--- config.mk ---
export PLATFORM = sky130hd
export DESIGN_NAME = scl_phase_calc
export DESIGN_NICKNAME = d
export VERILOG_FILES = /design/src/rtl/scl_phase_pkg.sv /design/src/rtl/scl_phase_sum.sv /design/src/rtl/scl_phase_encode.sv /design/src/rtl/scl_phase_calc.sv
export SDC_FILE = /design/constraint.sdc
export NUM_CORES = 1
export LEC_CHECK = 0
export BUFFER_PORTS_ARGS = -buffer_cell sky130_fd_sc_hd__buf_2
export CAP_MARGIN = 20
export CORE_ASPECT_RATIO = 1.2
export CORE_MARGIN = 5
export CORE_UTILIZATION = 51
export DETAILED_ROUTE_END_ITERATION = 10
export MAX_ROUTING_LAYER = met4
export PLACE_DENSITY = 0.79
export SYNTH_ARGS = -nofsm -noshare
export SYNTH_HDL_FRONTEND = slang
export SYNTH_HIERARCHICAL = 1
export SYNTH_SLANG_ARGS = --single-unit
--- constraint.sdc ---
create_clock -name clk -period 5.5 [get_ports clk]
set_input_delay 0.275 -clock clk [delete_from_list [all_inputs] [get_ports clk]]
set_output_delay 0.275 -clock clk [all_outputs]
set_load 0.1 [all_outputs]
--- src/rtl/scl_phase_pkg.sv ---
package scl_phase_pkg;

  typedef enum logic {
    SUB_NONE = 1'b0,
    SUB_HALF = 1'b1
  } sub_mode_e;

  localparam int DEF_SCALE_W = 32;
  localparam int DEF_FRAC_W  = 16;

endpackage

--- src/rtl/scl_phase_sum.sv ---
module scl_phase_sum #(
  parameter int SCALE_W = 32,
  parameter int FRAC_W  = 16,
  parameter int ACC_W   = SCALE_W + 2
) (
  input  logic [SCALE_W-1:0]      scale,
  input  logic                    half,
  input  logic                    cosite,
  output logic signed [ACC_W-1:0] phase
);
  import scl_phase_pkg::*;

  localparam int HALF_PIX    = 1 << (FRAC_W - 1);
  localparam int QUARTER_PIX = 1 << (FRAC_W - 2);

  sub_mode_e          mode;
  logic [ACC_W-1:0]   step;
  logic [ACC_W-1:0]   shift;

  always_comb begin
    mode  = sub_mode_e'(half);
    step  = (mode == SUB_HALF) ? ACC_W'(scale >> 2) : ACC_W'(scale >> 1);
    shift = (mode == SUB_HALF && cosite) ? ACC_W'(QUARTER_PIX) : '0;
    phase = $signed(step) + $signed(shift) - $signed(ACC_W'(HALF_PIX));
  end

endmodule

--- src/rtl/scl_phase_encode.sv ---
module scl_phase_encode #(
  parameter int FRAC_W = 16,
  parameter int ACC_W  = 34,
  parameter int WORD_W = FRAC_W
) (
  input  logic signed [ACC_W-1:0] phase,
  output logic [WORD_W-1:0]       word,
  output logic                    range_err
);
  localparam int HALF_PIX = 1 << (FRAC_W - 1);
  localparam int ONE_PIX  = 1 << FRAC_W;
  localparam logic signed [ACC_W-1:0] LO_LIM  = -ACC_W'(HALF_PIX);
  localparam logic signed [ACC_W-1:0] HI_LIM  = ACC_W'(3 * HALF_PIX);
  localparam logic [ACC_W-1:0]        FLD_MSK = ACC_W'((1 << WORD_W) - 2);

  logic             neg;
  logic [ACC_W-1:0] adj;

  always_comb begin
    neg       = phase[ACC_W-1];
    adj       = neg ? (phase + ACC_W'(ONE_PIX)) : phase;
    range_err = (phase < LO_LIM) || (phase > HI_LIM);
    word      = WORD_W'((adj >> 2) & FLD_MSK) | WORD_W'(!neg);
  end

endmodule

--- src/rtl/scl_phase_calc.sv ---
module scl_phase_calc #(
  parameter int SCALE_W = scl_phase_pkg::DEF_SCALE_W,
  parameter int FRAC_W  = scl_phase_pkg::DEF_FRAC_W
) (
  input  logic               clk,
  input  logic               rst,
  input  logic               req_valid,
  input  logic [SCALE_W-1:0] req_scale,
  input  logic               req_half,
  input  logic               req_cosite,
  output logic               res_valid,
  output logic [FRAC_W-1:0]  res_phase,
  output logic               res_range_err
);
  localparam int ACC_W = SCALE_W + 2;

  logic signed [ACC_W-1:0] phase_c;
  logic [FRAC_W-1:0]       word_c;
  logic                    err_c;

  scl_phase_sum #(.SCALE_W(SCALE_W), .FRAC_W(FRAC_W), .ACC_W(ACC_W)) u_sum (
    .scale (req_scale),
    .half  (req_half),
    .cosite(req_cosite),
    .phase (phase_c)
  );

  scl_phase_encode #(.FRAC_W(FRAC_W), .ACC_W(ACC_W), .WORD_W(FRAC_W)) u_enc (
    .phase    (phase_c),
    .word     (word_c),
    .range_err(err_c)
  );

  always_ff @(posedge clk) begin
    if (rst) begin
      res_valid     <= 1'b0;
      res_phase     <= '0;
      res_range_err <= 1'b0;
    end else begin
      res_valid <= req_valid;
      if (req_valid) begin
        res_phase     <= word_c;
        res_range_err <= err_c;
      end
    end
  end

endmodule

==> impl_metrics.tcl <==
set metrics [dict create \
    status "finished clean" \
    maxSlewHeadroom_pct 60.4 \
    synth-async-reset-ratio_pct 0 \
    slew_violations 0 \
    drive_above_1_share_pct 32.9 \
    final.period_utilization_pct 66.8 \
    cp.arrival_ns 3.80 \
    start_util_pct 52.0 \
    synth_nets 245 \
    fin_ws_ns 1.83 \
    hold_viol 0 \
    crit_chain "buf_2, buf_4, nand2b_1, a21boi_0, ha_1, nor3b_1, nand3_1, or2_2, o211ai_1, o211ai_1, nor4_1, nand4_1, a311oi_1, a41oi_1, mux2i_1, nor2_1" \
    grt_pass1_wl_um 6280 \
    fin_crit_ns 3.67 \
    utilization_pct 57.9 \
    finalWirelength_um 3610 \
    first_pass_iters 4 \
    antenna_found_initial 0 \
    clock_path_buffers 2 \
    yosysWarningCount 6 \
    fp.dieW_um 62.8 \
    min_path_type "input port to register" \
    fin_tns_setup_ns 0 \
    power.density_nw_per_um2 214 \
    cts_made_buffers 3 \
    dp_slack_ns 1.56 \
    place_congestion 0.844 \
    worst_setup_path_end_kind "register" \
    p_leak_nw 0.826 \
    cts_max_level 1 \
    wire_per_inst_um 13.2 \
    path_clk_slew_ns 0.06 \
    grt_start_max_net_pins 46 \
    io_buffer_count 53 \
    final_area_um2 1900 \
    skew_ns 0 \
    crit_type "input port to register" \
    synth_edf_count 0 \
    cts_tree "built" \
    cp_num_buf_inv 2 \
    rsz0062_at_grt "false" \
    drv_cap 0 \
    core_um2 3280 \
    fin_cells 274 \
    vias_per_cell 5.58 \
    cts_resized 0 \
    detail-route-antenna-nets 0 \
    dp_hpwl_um 2870 \
    r2r_setup_slack_ns 4.88 \
    post-cts-setup-buffers 0 \
    vdd_ir_drop_max_uv 215 \
    root_buffer "clkbuf_8" \
    worstMarginPinSlew_ns 0.589 \
    synth-main-ff-cell "dfxtp_1" \
    area.growth.synth_to_final_pct 11.4 \
    dp_cells 271 \
    die_y_um 73.4 \
    drcViolationCount 0 \
    max_freq_mhz 272 \
    start_kind "input port" \
    clk_latency_ns 0.25 \
    synth.distinct_cells 45 \
    critical-path-top-delay-family "simple AND/OR/NAND/NOR gates" \
    finalNetCount 280 \
    syn_inst 204 \
    ys_seq_area_share_pct 21.1 \
    crit_path_max_incr_delay_ns 0.42 \
    critPathRequiredTime_ns 5.63 \
    holdWs_ns 0.398 \
    cp_max_fo 45 \
    clkSinkCount 18 \
    rows 23 \
    syn-cell-area_um2 1710 \
    cp_common_cell "o211ai_1" \
    drt_iter0_markers 113 \
    grt_remaining_overflow 0 \
    fp.dieArea_um2 4610 \
    synth-seq-cells 18 \
    cp_slowest_cell "or2_2" \
    grt_usage_pct 16.6 \
    syn_area_per_cell_um2 8.37 \
    first_global_vias 1491 \
    ios 55 \
    placed_area_um2 1860 \
    diodes 0 \
    setup_viol 0 \
    finalPower_mw 0.406 \
    cts_hold_buf 0 \
    vias 1528 \
]
-- flip-flops by register name, indices dropped and copies added, names as in the netlist --
| register | count |
|---|---|
| res_phase | 16 |
| res_range_err | 1 |
| res_valid | 1 |
-- cells in the final DEF (no fill, tap or decap), drive strengths merged, types with 4 or more instances in the layout --
master   n
nand2    5
xnor2    9
o21ai    6
xor2     7
buf     54
inv      4
nor4     9
nor2    24
o211ai   4
nor3    10
dfxtp   18
nand4    5
a21oi    6
or3      5
mux2i   19
mux2    15
ha       4
nor2b    4
-- cell families after synthesis --
| logic type | after synthesis | share of synthesized area [%] |
|---|---|---|
| mux | 34 | 21.0 |
| xor+xnor | 16 | 8.21 |
| simple gates | 77 | 25.4 |
| buf+inv | 28 | 10.6 |
| fa+ha+maj | 4 | 2.93 |
| compound gates | 27 | 10.6 |
| flops | 18 | 21.1 |
-- area by class of cell --
| cell class | count | area (um^2) |
|---|---|---|
| Fill cell | 334 | 1380 |
| Multi-Input combinational cell | 158 | 1160 |
| Sequential cell | 18 | 360 |
| Timing Repair Buffer | 54 | 273 |
| Tap cell | 37 | 46.3 |
| Clock buffer | 3 | 41.3 |
| Inverter | 4 | 15.0 |
-- cells in the mapped netlist, types with 3 or more instances --
cell / n / area (um^2)
a21oi_1: 6 / 30.0
buf_2: 3 / 15.0
buf_4: 13 / 97.6
clkbuf_1: 4 / 15.0
dfxtp_1: 18 / 360
ha_1: 4 / 50.1
inv_1: 4 / 15.0
mux2_2: 15 / 169
mux2i_1: 19 / 190
nand2_1: 5 / 18.8
nand2b_1: 3 / 18.8
nand3_1: 3 / 15.0
nand4_1: 5 / 31.3
nor2_1: 24 / 90.1
nor2b_1: 4 / 25.0
nor3_1: 9 / 45.0
nor4_1: 9 / 56.3
o211ai_1: 4 / 30.0
o21ai_0: 5 / 25.0
xnor2_1: 9 / 78.8
xor2_1: 7 / 61.3
-- power breakdown --
group | switching, mW | internal (mW)
Sequential | 0.00426 | 0.140
Combinational | 0.122 | 0.0515
Clock | 0.0396 | 0.0486
-- final timing paths --
path,start,endpoint,cells past startpoint
worst max-delay path,req_half,res_range_err$_SDFFE_PP0P_,16
worst min-delay path,rst,res_phase[15]$_SDFFE_PP0P_,2
worst max register to register,res_phase[7]$_SDFFE_PP0P_,res_phase[7]$_SDFFE_PP0P_,2
worst min register to register,res_phase[13]$_SDFFE_PP0P_,res_phase[13]$_SDFFE_PP0P_,2
-- layer usage --
| metal | part of all wire [%] | up-vias | routed length [um] | GRT usage [%] |
|---|---|---|---|---|
| met1 | 45 | 686 | 1620 | 19.9 |
| li1 | - | 797 | - | - |
| met2 | 50 | 38 | 1790 | 28.8 |
| met3 | 3.8 | 7 | 137 | 1.68 |
| met4 | 1.8 | 0 | 66 | 6.37 |
| met5 | 0 | - | 0 | - |
Power figures use the tool's default switching activity.
